### src/rtl/i2c_pinmux_pkg.sv
// Shared constants for the I2C pin override block.
// Offsets are byte addresses fixed by the software view.
package i2c_pinmux_pkg;

    localparam int unsigned NUM_PINS = 2;
    localparam int unsigned PIN_SCL  = 0;
    localparam int unsigned PIN_SDA  = 1;

    localparam int unsigned OFS_MODE = 'h48;
    localparam int unsigned OFS_DIR  = 'h4C;
    localparam int unsigned OFS_LVL  = 'h50;
    localparam int unsigned OFS_OUT  = 'h54;
    localparam int unsigned OFS_SET  = 'h58;
    localparam int unsigned OFS_CLR  = 'h5C;

    typedef enum logic [2:0] {
        SEL_NONE,
        SEL_MODE,
        SEL_DIR,
        SEL_LVL,
        SEL_OUT,
        SEL_SET,
        SEL_CLR
    } reg_sel_e;

endpackage

### src/rtl/i2c_pinmux_sync.sv
// Two-flop synchronizer, one chain per pad.
// Assumes the pad inputs are asynchronous to clk.
// Resets to 1 because an idle I2C bus is released high.
module i2c_pinmux_sync #(
    parameter int unsigned NP = 2
) (
    input  logic          clk,
    input  logic          rst_n,
    input  logic [NP-1:0] pad_async,
    output logic [NP-1:0] pad_sync
);

    for (genvar g = 0; g < NP; g++) begin : g_chain
        logic meta_q;
        logic stab_q;

        // Move one pad level through two flops into the clk domain.
        always_ff @(posedge clk) begin
            if (!rst_n) begin
                meta_q <= 1'b1;
                stab_q <= 1'b1;
            end else begin
                meta_q <= pad_async[g];
                stab_q <= meta_q;
            end
        end

        assign pad_sync[g] = stab_q;
    end

endmodule

### src/rtl/i2c_pinmux_regs.sv
// Register file for the override path: mode bit, direction bits,
// output latch with direct, set and clear access, and level readback.
// Assumes a single-cycle write strobe. Reads are combinational on addr.
module i2c_pinmux_regs
    import i2c_pinmux_pkg::*;
#(
    parameter int unsigned ADDR_W = 8,
    parameter int unsigned DATA_W = 16,
    parameter int unsigned NP     = 2
) (
    input  logic              clk,
    input  logic              rst_n,
    input  logic              wr_en,
    input  logic [ADDR_W-1:0] addr,
    input  logic [DATA_W-1:0] wdata,
    input  logic [NP-1:0]     pin_lvl,
    output logic              gpio_mode,
    output logic [NP-1:0]     dir_q,
    output logic [NP-1:0]     latch_q,
    output logic [DATA_W-1:0] rdata
);

    reg_sel_e          sel;
    logic [NP-1:0]     wbits;
    logic              unused_hi;

    assign wbits     = wdata[NP-1:0];
    assign unused_hi = ^wdata[DATA_W-1:NP];

    // Decode the byte offset into a register select.
    always_comb begin
        if      (addr == ADDR_W'(OFS_MODE)) sel = SEL_MODE;
        else if (addr == ADDR_W'(OFS_DIR))  sel = SEL_DIR;
        else if (addr == ADDR_W'(OFS_LVL))  sel = SEL_LVL;
        else if (addr == ADDR_W'(OFS_OUT))  sel = SEL_OUT;
        else if (addr == ADDR_W'(OFS_SET))  sel = SEL_SET;
        else if (addr == ADDR_W'(OFS_CLR))  sel = SEL_CLR;
        else                                sel = SEL_NONE;
    end

    // Update mode, direction and latch on a write strobe.
    always_ff @(posedge clk) begin
        if (!rst_n) begin
            gpio_mode <= 1'b0;
            dir_q     <= '0;
            latch_q   <= '0;
        end else if (wr_en) begin
            case (sel)
                SEL_MODE: gpio_mode <= wdata[0];
                SEL_DIR:  dir_q     <= wbits;
                SEL_OUT:  latch_q   <= wbits;
                SEL_SET:  latch_q   <= latch_q | wbits;
                SEL_CLR:  latch_q   <= latch_q & ~wbits;
                default:  ;
            endcase
        end
    end

    // Return the selected register, zero-extended.
    always_comb begin
        rdata = '0;
        case (sel)
            SEL_MODE: rdata[0]      = gpio_mode;
            SEL_DIR:  rdata[NP-1:0] = dir_q;
            SEL_LVL:  rdata[NP-1:0] = pin_lvl;
            SEL_OUT:  rdata[NP-1:0] = latch_q;
            default:  rdata         = '0;
        endcase
    end

endmodule

### src/rtl/i2c_pinmux_pad.sv
// Per-pad open-drain mux between engine requests and the GPIO path.
// The output enables a pull-down only. A pad is never driven high.
module i2c_pinmux_pad #(
    parameter int unsigned NP = 2
) (
    input  logic          gpio_mode,
    input  logic [NP-1:0] dir_q,
    input  logic [NP-1:0] latch_q,
    input  logic [NP-1:0] eng_pull,
    output logic [NP-1:0] pull_low
);

    for (genvar g = 0; g < NP; g++) begin : g_pad
        logic gpio_pull;

        // An output pin at level 0 pulls low. Level 1 or input releases.
        always_comb gpio_pull = dir_q[g] & ~latch_q[g];

        // Select the owner of the pad.
        always_comb pull_low[g] = gpio_mode ? gpio_pull : eng_pull[g];
    end

endmodule

### src/rtl/i2c_pin_override.sv
// Top of the I2C pin override block.
// Routes the engine's open-drain pull requests to the pads, or hands the
// pads to software-controlled GPIO latches when the mode bit is set.
// Assumes synchronous active-low reset and asynchronous pad inputs.
module i2c_pin_override
    import i2c_pinmux_pkg::*;
#(
    parameter int unsigned ADDR_W = 8,
    parameter int unsigned DATA_W = 16
) (
    input  logic              clk,
    input  logic              rst_n,
    input  logic              reg_wr,
    input  logic [ADDR_W-1:0] reg_addr,
    input  logic [DATA_W-1:0] reg_wdata,
    output logic [DATA_W-1:0] reg_rdata,
    input  logic              eng_scl_pull,
    input  logic              eng_sda_pull,
    input  logic              scl_pad_in,
    input  logic              sda_pad_in,
    output logic              scl_pull_low,
    output logic              sda_pull_low
);

    localparam int unsigned NP = NUM_PINS;

    logic [NP-1:0] pad_async;
    logic [NP-1:0] pad_sync;
    logic [NP-1:0] eng_pull;
    logic [NP-1:0] pull_low;
    logic          gpio_mode;
    logic [NP-1:0] dir_q;
    logic [NP-1:0] latch_q;

    // Gather per-pin inputs into index order (0 = SCL, 1 = SDA).
    always_comb begin
        pad_async[PIN_SCL] = scl_pad_in;
        pad_async[PIN_SDA] = sda_pad_in;
        eng_pull[PIN_SCL]  = eng_scl_pull;
        eng_pull[PIN_SDA]  = eng_sda_pull;
    end

    i2c_pinmux_sync #(.NP(NP)) u_sync (
        .clk       (clk),
        .rst_n     (rst_n),
        .pad_async (pad_async),
        .pad_sync  (pad_sync)
    );

    i2c_pinmux_regs #(.ADDR_W(ADDR_W), .DATA_W(DATA_W), .NP(NP)) u_regs (
        .clk       (clk),
        .rst_n     (rst_n),
        .wr_en     (reg_wr),
        .addr      (reg_addr),
        .wdata     (reg_wdata),
        .pin_lvl   (pad_sync),
        .gpio_mode (gpio_mode),
        .dir_q     (dir_q),
        .latch_q   (latch_q),
        .rdata     (reg_rdata)
    );

    i2c_pinmux_pad #(.NP(NP)) u_pad (
        .gpio_mode (gpio_mode),
        .dir_q     (dir_q),
        .latch_q   (latch_q),
        .eng_pull  (eng_pull),
        .pull_low  (pull_low)
    );

    // Split the pad enables back into named outputs.
    always_comb begin
        scl_pull_low = pull_low[PIN_SCL];
        sda_pull_low = pull_low[PIN_SDA];
    end

endmodule

### config.mk
export PLATFORM = sky130hd
export DESIGN_NAME = i2c_pin_override
export DESIGN_NICKNAME = d
export VERILOG_FILES = /design/src/rtl/i2c_pinmux_pkg.sv /design/src/rtl/i2c_pinmux_sync.sv /design/src/rtl/i2c_pinmux_regs.sv /design/src/rtl/i2c_pinmux_pad.sv /design/src/rtl/i2c_pin_override.sv
export SDC_FILE = /design/constraint.sdc
export NUM_CORES = 1
export LEC_CHECK = 0
export ABC_AREA = 1
export CORE_UTILIZATION = 35
export CTS_CLUSTER_DIAMETER = 200
export DETAILED_ROUTE_END_ITERATION = 10
export PLACE_DENSITY = 0.84
export SLEW_MARGIN = 10
export SYNTH_ARGS = -nofsm -noshare
export SYNTH_HDL_FRONTEND = slang
export SYNTH_SLANG_ARGS = --single-unit
### constraint.sdc
create_clock -name clk -period 2.7 [get_ports clk]
set_input_delay 0.27 -clock clk [delete_from_list [all_inputs] [get_ports clk]]
set_output_delay 0.27 -clock clk [all_outputs]
set_load 0.02 [all_outputs]
==> key figures, run 1 <==
Route
  • DR vias: 605
  • Post-route ant nets: 0
  • Via-per-instance ratio: 4.515
  • DR WL/cell: 9.127 um
  • 1st-iter DRT viols: 10
  • Drt first pass iters: 10
  • Remaining routing DRC violations: 1
  • WL final: 1223 um

CTS
  • Setup Fix Bufs, Post-CTS: 0
  • CTS Hold Bufs: 0
  • Clock root buffer: clkbuf_4
  • Clock-pin slew on the worst setup and hold paths: 0.06 ns
  • Clock Latency Late Sink: 0.26 ns
  • PostCTS Resize Cnt: 0
  • H-tree Lvls: 1
  • CTS tree: yes
  • CTS Buf Count: 3
  • Max clock buf depth: 2
  • Total clock sinks: 9

Global route
  • GR Overflow Total: 0
  • Vias in the first global route: 534
  • GRT Resource Usage Total: 15.46%
  • Initial antenna violation count: 0
  • Largest net degree at the start of global routing: 7
  • Global-route wire length before repair: 2152 um

Pwr
  • VDD IR max: 260.5 uV
  • Pwr Density: 377.9 mW/mm2
  • Leak Pwr: 0.0003602 uW
  • Final total power: 306.9 uW

Timing
  • Final Hold Vio Count: 0
  • F_max: 0.4201 GHz
  • Min Tclk post-route: 2.381 ns
  • Setup TNS: 0 ns
  • RSZ-0062 raised after global routing: no
  • Final setup violation count: 0
  • Final Cycle Share: 88.17%
  • Clock skew: 0.001708 ns
  • Fin Hold WS: 0.4146 ns
  • Slew Limit Fails: 0

Synthesis
  • Post-synthesis sequential area ratio: 28.97%
  • Post-synth cell types: 17
  • #FFs+latches synth: 9
  • Synth top area share: 28.97%
  • Yosys warns: 0
  • Gate Count Post-Synth: 95
  • Synth area leader: dfxtp_1
  • Netlist Area Pre-Place: 621.8 um2
  • Post-Syn Area per Cell: 6.546 um2
  • Dominant cells by area after synthesis: dfxtp_1, buf_4, nand2_1, inv_1, a21oi_1

Setup path
  • Critical path cell sequence: clkdlybuf4s50_1, nand2_1, nor2_4, inv_1, nor4_1, nand2_1, nand2_1, clkdlybuf4s50_1
  • Critical path required time: 2.43 ns
  • Worst setup EP type: output pin
  • Slowest cell on crit path: clkdlybuf4s50_1
  • Startpoint types: input port
  • Crit path DAT: 2.11 ns
  • Crit path buf inv count: 3
  • CP Class: in -> out
  • CP Max Fanout: 4
  • Top cell by count, worst path: nand2_1
  • Largest stage delay on the critical path: 0.59 ns
  • CP delay by family, top: buffers and inverters

Cells and area
  • Final cell count without fillers: 134
  • # diodes: 0
  • Final #Nets: 150
  • Area growth syn-to-layout: 30.58%
  • Ratio of cells with drive above 1 in the final layout: 9.322%
  • Final Util: 51.51%

Status
  • Status: complete, but fails checks
  • Failing checks: DRC

Floorplanning
  • Row Count: 14
  • Die Wd: 44.15 um
  • Die area: 0.001949 mm2
  • DIE HEIGHT: 44.15 um
  • Starting density of the core: 39.44%
  • Io pins: 49
  • Core ar.: 0.001577 mm2

Placed design
  • IO buf count: 20
  • Inst Count DP: 130
  • Final Wtd Congestion: 0.7766
  • HPWL reported at the end of detailed placement: 1020 um

Worst hold path
  • Min-delay worst type: reg -> reg

Flow run
  • Max_cap viols: 0
[Yosys cell counts]
cell type / n
nor2_4: 2
nand3_1: 6
buf_4: 14
nor3_1: 1
conb_1: 1
or2_1: 1
nor2_1: 4
nor2_2: 1
nand2_1: 24
a21oi_1: 6
or2_2: 4
o31ai_1: 2
dfxtp_1: 9
o21ai_0: 3
nand3_2: 1
nor4_1: 1
inv_1: 15
[sequential cells by signal (all words and copies together), names as in the netlist]
register	flops
u_regs.gpio_mode	1
u_sync.g_chain.meta_q	2
u_regs.dir_q	2
u_sync.g_chain.stab_q	2
u_regs.latch_q	2
[placed cells by master (no fill, tap or decap)]
cell	n
clkbuf_1	1
conb_1	14
nor2_4	2
or2_1	1
nand3_2	1
nor2_2	1
nor4_1	1
nor3_1	1
inv_1	15
dfxtp_1	9
nor2_1	4
nand3_1	6
o21ai_0	3
o31ai_1	2
a21oi_1	6
or2_2	4
clkdlybuf4s50_1	20
nand2_1	24
clkbuf_4	3
[kinds of logic (layout without fill, tap and decap cells)]
| group | count (synthesis) | in the layout | synth area share (%) |
|---|---|---|---|
| AOI/OAI and AO/OA | 11 | 11 | 9.657 |
| buffers and inverters | 29 | 39 | 25.95 |
| DFF | 9 | 9 | 28.97 |
| other | 1 | 14 | 0.6030 |
| and+or+nand+nor | 45 | 45 | 34.81 |
[report_power, final]
part / switching (uW) / leakage [uW] / internal (uW)
clock network: 46.3 / 0.0000150 / 56.9
registers: 0.668 / 0.0000735 / 136
logic: 37.5 / 0.000272 / 29.7
[layer usage]
| metal | vias to the layer above | share of wire (%) | global-route usage (%) |
|---|---|---|---|
| li1 | 310 | - | - |
| met2 | 31 | 53 | 29.71 |
| met5 | - | 0 | 0 |
| met1 | 262 | 39 | 14.29 |
| met3 | 2 | 6.9 | 4.082 |
| met4 | 0 | 1.1 | 9.091 |
[per-stage QoR]
step	setup WS, ns	instance area [um2]
2_1_floorplan	1.372	670.6
3_3_place_gp	0.3521	785.8
3_5_place_dp	0.3304	785.8
4_1_cts	0.3277	812.0
5_1_grt	0.1683	812.0
6_report	0.3194	812.0
[worst paths after layout]
path,start,end,slack [ns],cells past startpoint
max,reg_addr[6],reg_rdata[0],0.32,8
min,u_sync.g_chain[1].meta_q$_SDFF_PN1_,u_sync.g_chain[1].stab_q$_SDFF_PN1_,0.41,1
max reg2reg,u_sync.g_chain[0].meta_q$_SDFF_PN1_,u_sync.g_chain[0].stab_q$_SDFF_PN1_,2.02,1
min reg2reg,u_sync.g_chain[1].meta_q$_SDFF_PN1_,u_sync.g_chain[1].stab_q$_SDFF_PN1_,0.41,1
[final cells by class]
class                   count  area [um2]
clock buffers               4       26.28
flip-flops and latches      9       180.2
inverters                  15       56.30
fillers                   160       764.5
well taps                  16       20.02
repair buffers             20       200.2
multi-input cells          70       329.1
(Power assumes the default switching activity.)
==> inputs of run 2 (changes only) <==
Settings changed: CORE_MARGIN set to 10.
Clock period 2.7 ns to 3.1 ns, I/O delays scaled along.
==> run 2 against run 1 <==
The run now ends clean. Setup slack better by 0.29 ns. Power is 13% lower. Non-clock buffer count stayed put. Largest power group unchanged. Sequential power is 12% lower. Die area is 98% higher. Combinational power is 12% lower. Final cell count is 6.7% higher.
==> key figures, run 2 (same netlist as run 1, synthesis figures left out) <==
CTS
  • Clock root buffer: clkbuf_4
  • Clock Latency Late Sink: 0.26 ns (about the same)
  • Clock-pin slew on the worst setup and hold paths: 0.06 ns (about the same)
  • Max clock buf depth: 2 (unchanged)
  • CTS tree: yes
  • PostCTS Resize Cnt: 0 (unchanged)
  • CTS Buf Count: 3 (unchanged)
  • CTS Hold Bufs: 0 (unchanged)
  • H-tree Lvls: 1 (unchanged)
  • Total clock sinks: 9 (unchanged)
  • Setup Fix Bufs, Post-CTS: 0 (unchanged)

Cells and area
  • Area growth syn-to-layout: 32.39%
  • Most frequent cells in the layout: nand2_1, clkdlybuf4s50_1, inv_1
  • Fill cells: 169 (+5.6%)
  • Final #Nets: 150 (unchanged)
  • Most common cell after layout, fill and taps aside: nand2_1
  • Ratio of cells with drive above 1 in the final layout: 9.322% (unchanged)
  • # diodes: 0 (unchanged)

Setup path
  • Critical path required time: 2.79 ns (+0.36 ns)
  • Worst setup EP type: output pin
  • CP Max Fanout: 4 (unchanged)
  • CP Class: in -> out
  • Crit path DAT: 2.18 ns (+0.07 ns)
  • Path depth of the worst reg2reg path: 1 (unchanged)
  • Startpoint types: input port

Floorplanning
  • Die Wd: 62.15 um (+41%)
  • Row Count: 15 (+1)
  • Core ar.: 0.001708 mm2 (+8.3%)
  • Die area: 0.003863 mm2 (+98%)
  • Io pins: 49 (unchanged)
  • DIE HEIGHT: 62.15 um (+41%)
  • Starting density of the core: 36.41% (-3.0 points)

Timing
  • Setup TNS: 0 ns (unchanged)
  • Final Hold Vio Count: 0 (unchanged)
  • F_max: 0.4011 GHz
  • Final Cycle Share: 80.43%
  • Clock skew: 0.004094 ns (+0.002386 ns)
  • RSZ-0062 raised after global routing: no
  • Slew Limit Fails: 0 (unchanged)
  • Fin Hold WS: 0.4099 ns (-0.004686 ns)
  • Final setup violation count: 0 (unchanged)
  • Min Tclk post-route: 2.493 ns

Route
  • DR vias: 586 (-3.1%)
  • WL final: 1450 um (+19%)
  • Remaining routing DRC violations: 0 (-1)
  • 1st-iter DRT viols: 9 (-1)
  • Via-per-instance ratio: 4.098 (-9.2%)
  • Drt first pass iters: 4 (-6)
  • Post-route ant nets: 0 (unchanged)
  • DR WL/cell: 10.14 um (+11%)

Global route
  • GR Overflow Total: 0 (unchanged)
  • Vias in the first global route: 540 (+1.1%)
  • GRT met1 Usage: 5.972% (-8.3 points)
  • Global route hottest layer: met2
  • GRT Resource Usage Total: 7.060% (-8.4 points)
  • M2 GR Usage: 13.97% (-16 points)
  • Global routing usage on met3: 3.047% (-1.0 points)
  • Initial antenna violation count: 0 (unchanged)
  • Largest net degree at the start of global routing: 7 (unchanged)
  • Global-route wire length before repair: 2318 um (+7.7%)

Pwr
  • VDD IR max: 158.4 uV (-39%)
  • Pwr Density: 323.0 mW/mm2 (-15%)
  • Leak Pwr: 0.0003602 uW (unchanged)

Flow run
  • Max_cap viols: 0 (unchanged)

Placed design
  • IO buf count: 20 (unchanged)
  • Final Wtd Congestion: 0.7712 (-0.70%)
  • HPWL reported at the end of detailed placement: 1358 um (+33%)

Status
  • Status: finished clean

Worst hold path
  • Min-delay worst type: reg -> reg
  • Hold Crit Depth: 1 (unchanged)
run 2: report_power, final:
part / switching [uW] / leakage, uW / internal [uW] / total (uW)
clock network: 38.7 / 0.0000150 / 49.5 / 88.2
logic: 33.0 / 0.000272 / 25.9 / 58.9
registers: 0.616 / 0.0000735 / 118 / 119
total: 72.4 / 0.000360 / 194 / 266
run 2: final cells by class:
class                      count  area [um2]  share of cell area (%)
tap                           25       31.28                   3.799
sequential                     9       180.2                   21.88
clock buffer                   4       26.28                   3.191
timing repair buffer          20       200.2                   24.32
inverter                      15       56.30                   6.839
multi-input combinational     70       329.1                   39.97
run 2: worst paths after layout:
| path | from | endpoint | slack [ns] |
|---|---|---|---|
| max | reg_addr[6] | reg_rdata[0] | 0.61 |
| min | u_sync.g_chain[1].meta_q$_SDFF_PN1_ | u_sync.g_chain[1].stab_q$_SDFF_PN1_ | 0.41 |
| max reg2reg | u_sync.g_chain[0].meta_q$_SDFF_PN1_ | u_sync.g_chain[0].stab_q$_SDFF_PN1_ | 2.41 |
| min reg2reg | u_sync.g_chain[1].meta_q$_SDFF_PN1_ | u_sync.g_chain[1].stab_q$_SDFF_PN1_ | 0.41 |
run 2: routing by layer:
metal	part of all wire, %	routed length (um)	vias to the layer above
li1	-	-	313
met1	34	497	257
met2	58	840	16
met3	7.7	112	0
met4	0	0	0
met5	0	0	-
run 2: worst max-delay path, stage by stage:
cell and delay, ns:
clkdlybuf4s50_1 0.47, nand2_1 0.09, nor2_4 0.15, inv_1 0.06
nor4_1 0.31, nand2_1 0.10, nand2_1 0.09, clkdlybuf4s50_1 0.60
run 2: stage by stage:
| stage | power, uW | area (um2) | setup WS, ns | utilization (%) | std cells |
|---|---|---|---|---|---|
| 3_3_place_gp | 178.3 | 797.0 | 0.6174 | 46.67 | 139 |
| 2_1_floorplan | 165.2 | 670.6 | 1.692 | - | 108 |
| 6_report | 265.9 | 823.3 | 0.6066 | 48.21 | 143 |
| 3_5_place_dp | 179.6 | 797.0 | 0.6015 | 46.67 | 139 |
| 4_1_cts | 267.8 | 823.3 | 0.6028 | 48.21 | 143 |
| 5_1_grt | 280.4 | 823.3 | 0.4925 | 48.21 | 143 |
==> inputs of run 3 (changes only) <==
Settings changed: CORE_ASPECT_RATIO set to 0.7, CORE_UTILIZATION 35 to 32, PLACE_DENSITY 0.84 to 0.78.
Clock period 3.1 ns to 2.6 ns, I/O delays scaled along.
==> run 3 against run 2 <==
Register-to-register slack got worse by 0.49 ns. Core utilization down 4.0 points. Critical path depth is the same. Power increased by 18%. Setup slack worse by 0.37 ns. Sequential power is 19% higher. Via count stayed put. Flip-flop and latch count unchanged. Sequential share of layout area is 0.10 points higher. Design area is 0.46% lower.
==> key figures, run 3 (same netlist as run 1, synthesis figures left out) <==
Status
  • Status: finished clean

Timing
  • Final Hold Vio Count: 0 (unchanged)
  • Setup TNS: 0 ns (unchanged)
  • Clock skew: 0.003164 ns (-0.0009297 ns)
  • RSZ-0062 raised after global routing: no
  • Slew Limit Fails: 0 (unchanged)
  • Min Tclk post-route: 2.364 ns
  • Final setup violation count: 0 (unchanged)
  • Final Cycle Share: 90.94%
  • Fin Hold WS: 0.4066 ns (-0.003294 ns)
  • F_max: 0.4229 GHz

Route
  • 1st-iter DRT viols: 13 (+4)
  • Remaining routing DRC violations: 0 (unchanged)
  • DR vias: 586 (unchanged)
  • Via-per-instance ratio: 4.186 (+2.1%)
  • WL final: 1463 um (+0.90%)
  • Post-route ant nets: 0 (unchanged)
  • Drt first pass iters: 4 (unchanged)
  • DR WL/cell: 10.45 um (+3.1%)

Global route
  • GR Overflow Total: 0 (unchanged)
  • GRT Resource Usage Total: 7.163% (+0.10 points)
  • Largest net degree at the start of global routing: 7 (unchanged)
  • Global-route wire length before repair: 2401 um (+3.6%)
  • Vias in the first global route: 567 (+5.0%)
  • Initial antenna violation count: 0 (unchanged)

CTS
  • CTS tree: yes
  • Clock-pin slew on the worst setup and hold paths: 0.06 ns (about the same)
  • Clock Latency Late Sink: 0.25 ns (about the same)
  • Clock root buffer: clkbuf_4
  • H-tree Lvls: 1 (unchanged)
  • Total clock sinks: 9 (unchanged)
  • Setup Fix Bufs, Post-CTS: 0 (unchanged)
  • CTS Hold Bufs: 0 (unchanged)
  • PostCTS Resize Cnt: 0 (unchanged)
  • CTS Buf Count: 3 (unchanged)
  • Max clock buf depth: 2 (unchanged)

Floorplanning
  • DIE HEIGHT: 56.88 um (-8.5%)
  • Die area: 0.004135 mm2 (+7.0%)
  • Die Wd: 72.69 um (+17%)
  • Row Count: 13 (-2)
  • Core ar.: 0.001854 mm2 (+8.6%)
  • Io pins: 49 (unchanged)
  • Starting density of the core: 33.54% (-2.9 points)

Cells and area
  • Area growth syn-to-layout: 31.79%
  • Most frequent cells in the layout: nand2_1, clkdlybuf4s50_1, inv_1
  • Ratio of cells with drive above 1 in the final layout: 9.322% (unchanged)
  • Fill cells: 196 (+16%)
  • Most common cell after layout, fill and taps aside: nand2_1
  • # diodes: 0 (unchanged)
  • Final #Nets: 150 (unchanged)

Pwr
  • Combinational power share: 22.3% (+0.2 points)
  • Pwr Density: 383.0 mW/mm2 (+19%)
  • Clk pwr share: 32.5% (-0.7 points)
  • Pint: 230.7 uW (+19%)
  • VDD IR max: 382.4 uV (+140%)
  • Seq pwr share: 45.2% (+0.5 points)
  • Sw Ratio: 26.49% (-0.72 points)
  • Leak Pwr: 0.0003602 uW (unchanged)
  • Net switching power: 83.14 uW (+15%)

Placed design
  • HPWL reported at the end of detailed placement: 1316 um (-3.1%)
  • Final Wtd Congestion: 0.7340 (-4.8%)
  • IO buf count: 20 (unchanged)

Worst hold path
  • Min-delay worst type: reg -> reg
  • Hold Crit Depth: 1 (unchanged)
  • HP Start: u_sync.g_chain[1].meta_q$_SDFF_PN1_

Setup path
  • CP Class: in -> out
  • Slowest cell on crit path: clkdlybuf4s50_1
  • Crit path buf inv count: 3 (unchanged)
  • Critical path cell sequence: clkdlybuf4s50_1, nand2_1, nor2_4, inv_1, nor4_1, nand2_1, nand3_1, clkdlybuf4s50_1
  • Largest stage delay on the critical path: 0.61 ns (about the same)
  • Worst setup EP type: output pin
  • CP Max Fanout: 4 (unchanged)
  • CP Depth: 8 (unchanged)
  • Critical path required time: 2.34 ns (-0.45 ns)
  • Worst r2r src: u_sync.g_chain[0].meta_q$_SDFF_PN1_
  • Crit path DAT: 2.10 ns (-0.08 ns)
  • Startpoint types: input port
  • CP Launch Point: reg_addr[6]
  • Path depth of the worst reg2reg path: 1 (unchanged)
  • CP delay by family, top: buffers and inverters

Flow run
  • Max_cap viols: 0 (unchanged)
## run 3: cell counts in the layout (fill, tap and decap cells not counted)
No cell type changed its count.
## run 3: final cells by class
class	instances	area [um2]	share of cell area, %
repair buffers	20	200.2	24.43
well taps	22	27.53	3.359
multi-input cells	70	329.1	40.15
inverters	15	56.30	6.870
clock buffers	4	26.28	3.206
flip-flops and latches	9	180.2	21.98
## run 3: per-layer routing
metal	GRT usage, %	share of wire (%)	vias up
met4	1.892	0	0
met3	4.035	9.6	0
met1	7.018	40	256
met5	0	0	-
met2	12.59	50	20
li1	-	-	310
## run 3: through the flow
step | instance area [um2] | instances | util (%) | worst slack (ns) | power (uW)
5_1_grt | 819.5 | 140 | 44.20 | 0.08756 | 336.2
6_report | 819.5 | 140 | 44.20 | 0.2355 | 313.9
3_5_place_dp | 793.3 | 136 | 42.78 | 0.2474 | 213.9
3_3_place_gp | 793.3 | 136 | 42.78 | 0.2461 | 212.8
4_1_cts | 819.5 | 140 | 44.20 | 0.2481 | 319.9
2_1_floorplan | 670.6 | 108 | - | 1.292 | 197.0
## run 3: final timing paths
kind	endpoint	slack [ns]
worst min register to register	u_sync.g_chain[1].stab_q$_SDFF_PN1_	0.41
worst min-delay path	u_sync.g_chain[1].stab_q$_SDFF_PN1_	0.41
worst max register to register	u_sync.g_chain[0].stab_q$_SDFF_PN1_	1.92
worst max-delay path	reg_rdata[1]	0.24
## run 3: power groups by stage
stage                     clock network (uW)  registers [uW]  logic, uW
after detailed placement                   0             145       69.2
final                                    102             142       70.0
after CTS                                109             142       69.4
after floorplan                            0             145       52.4
after global routing                     118             142       76.4
after global placement                     0             145       68.1
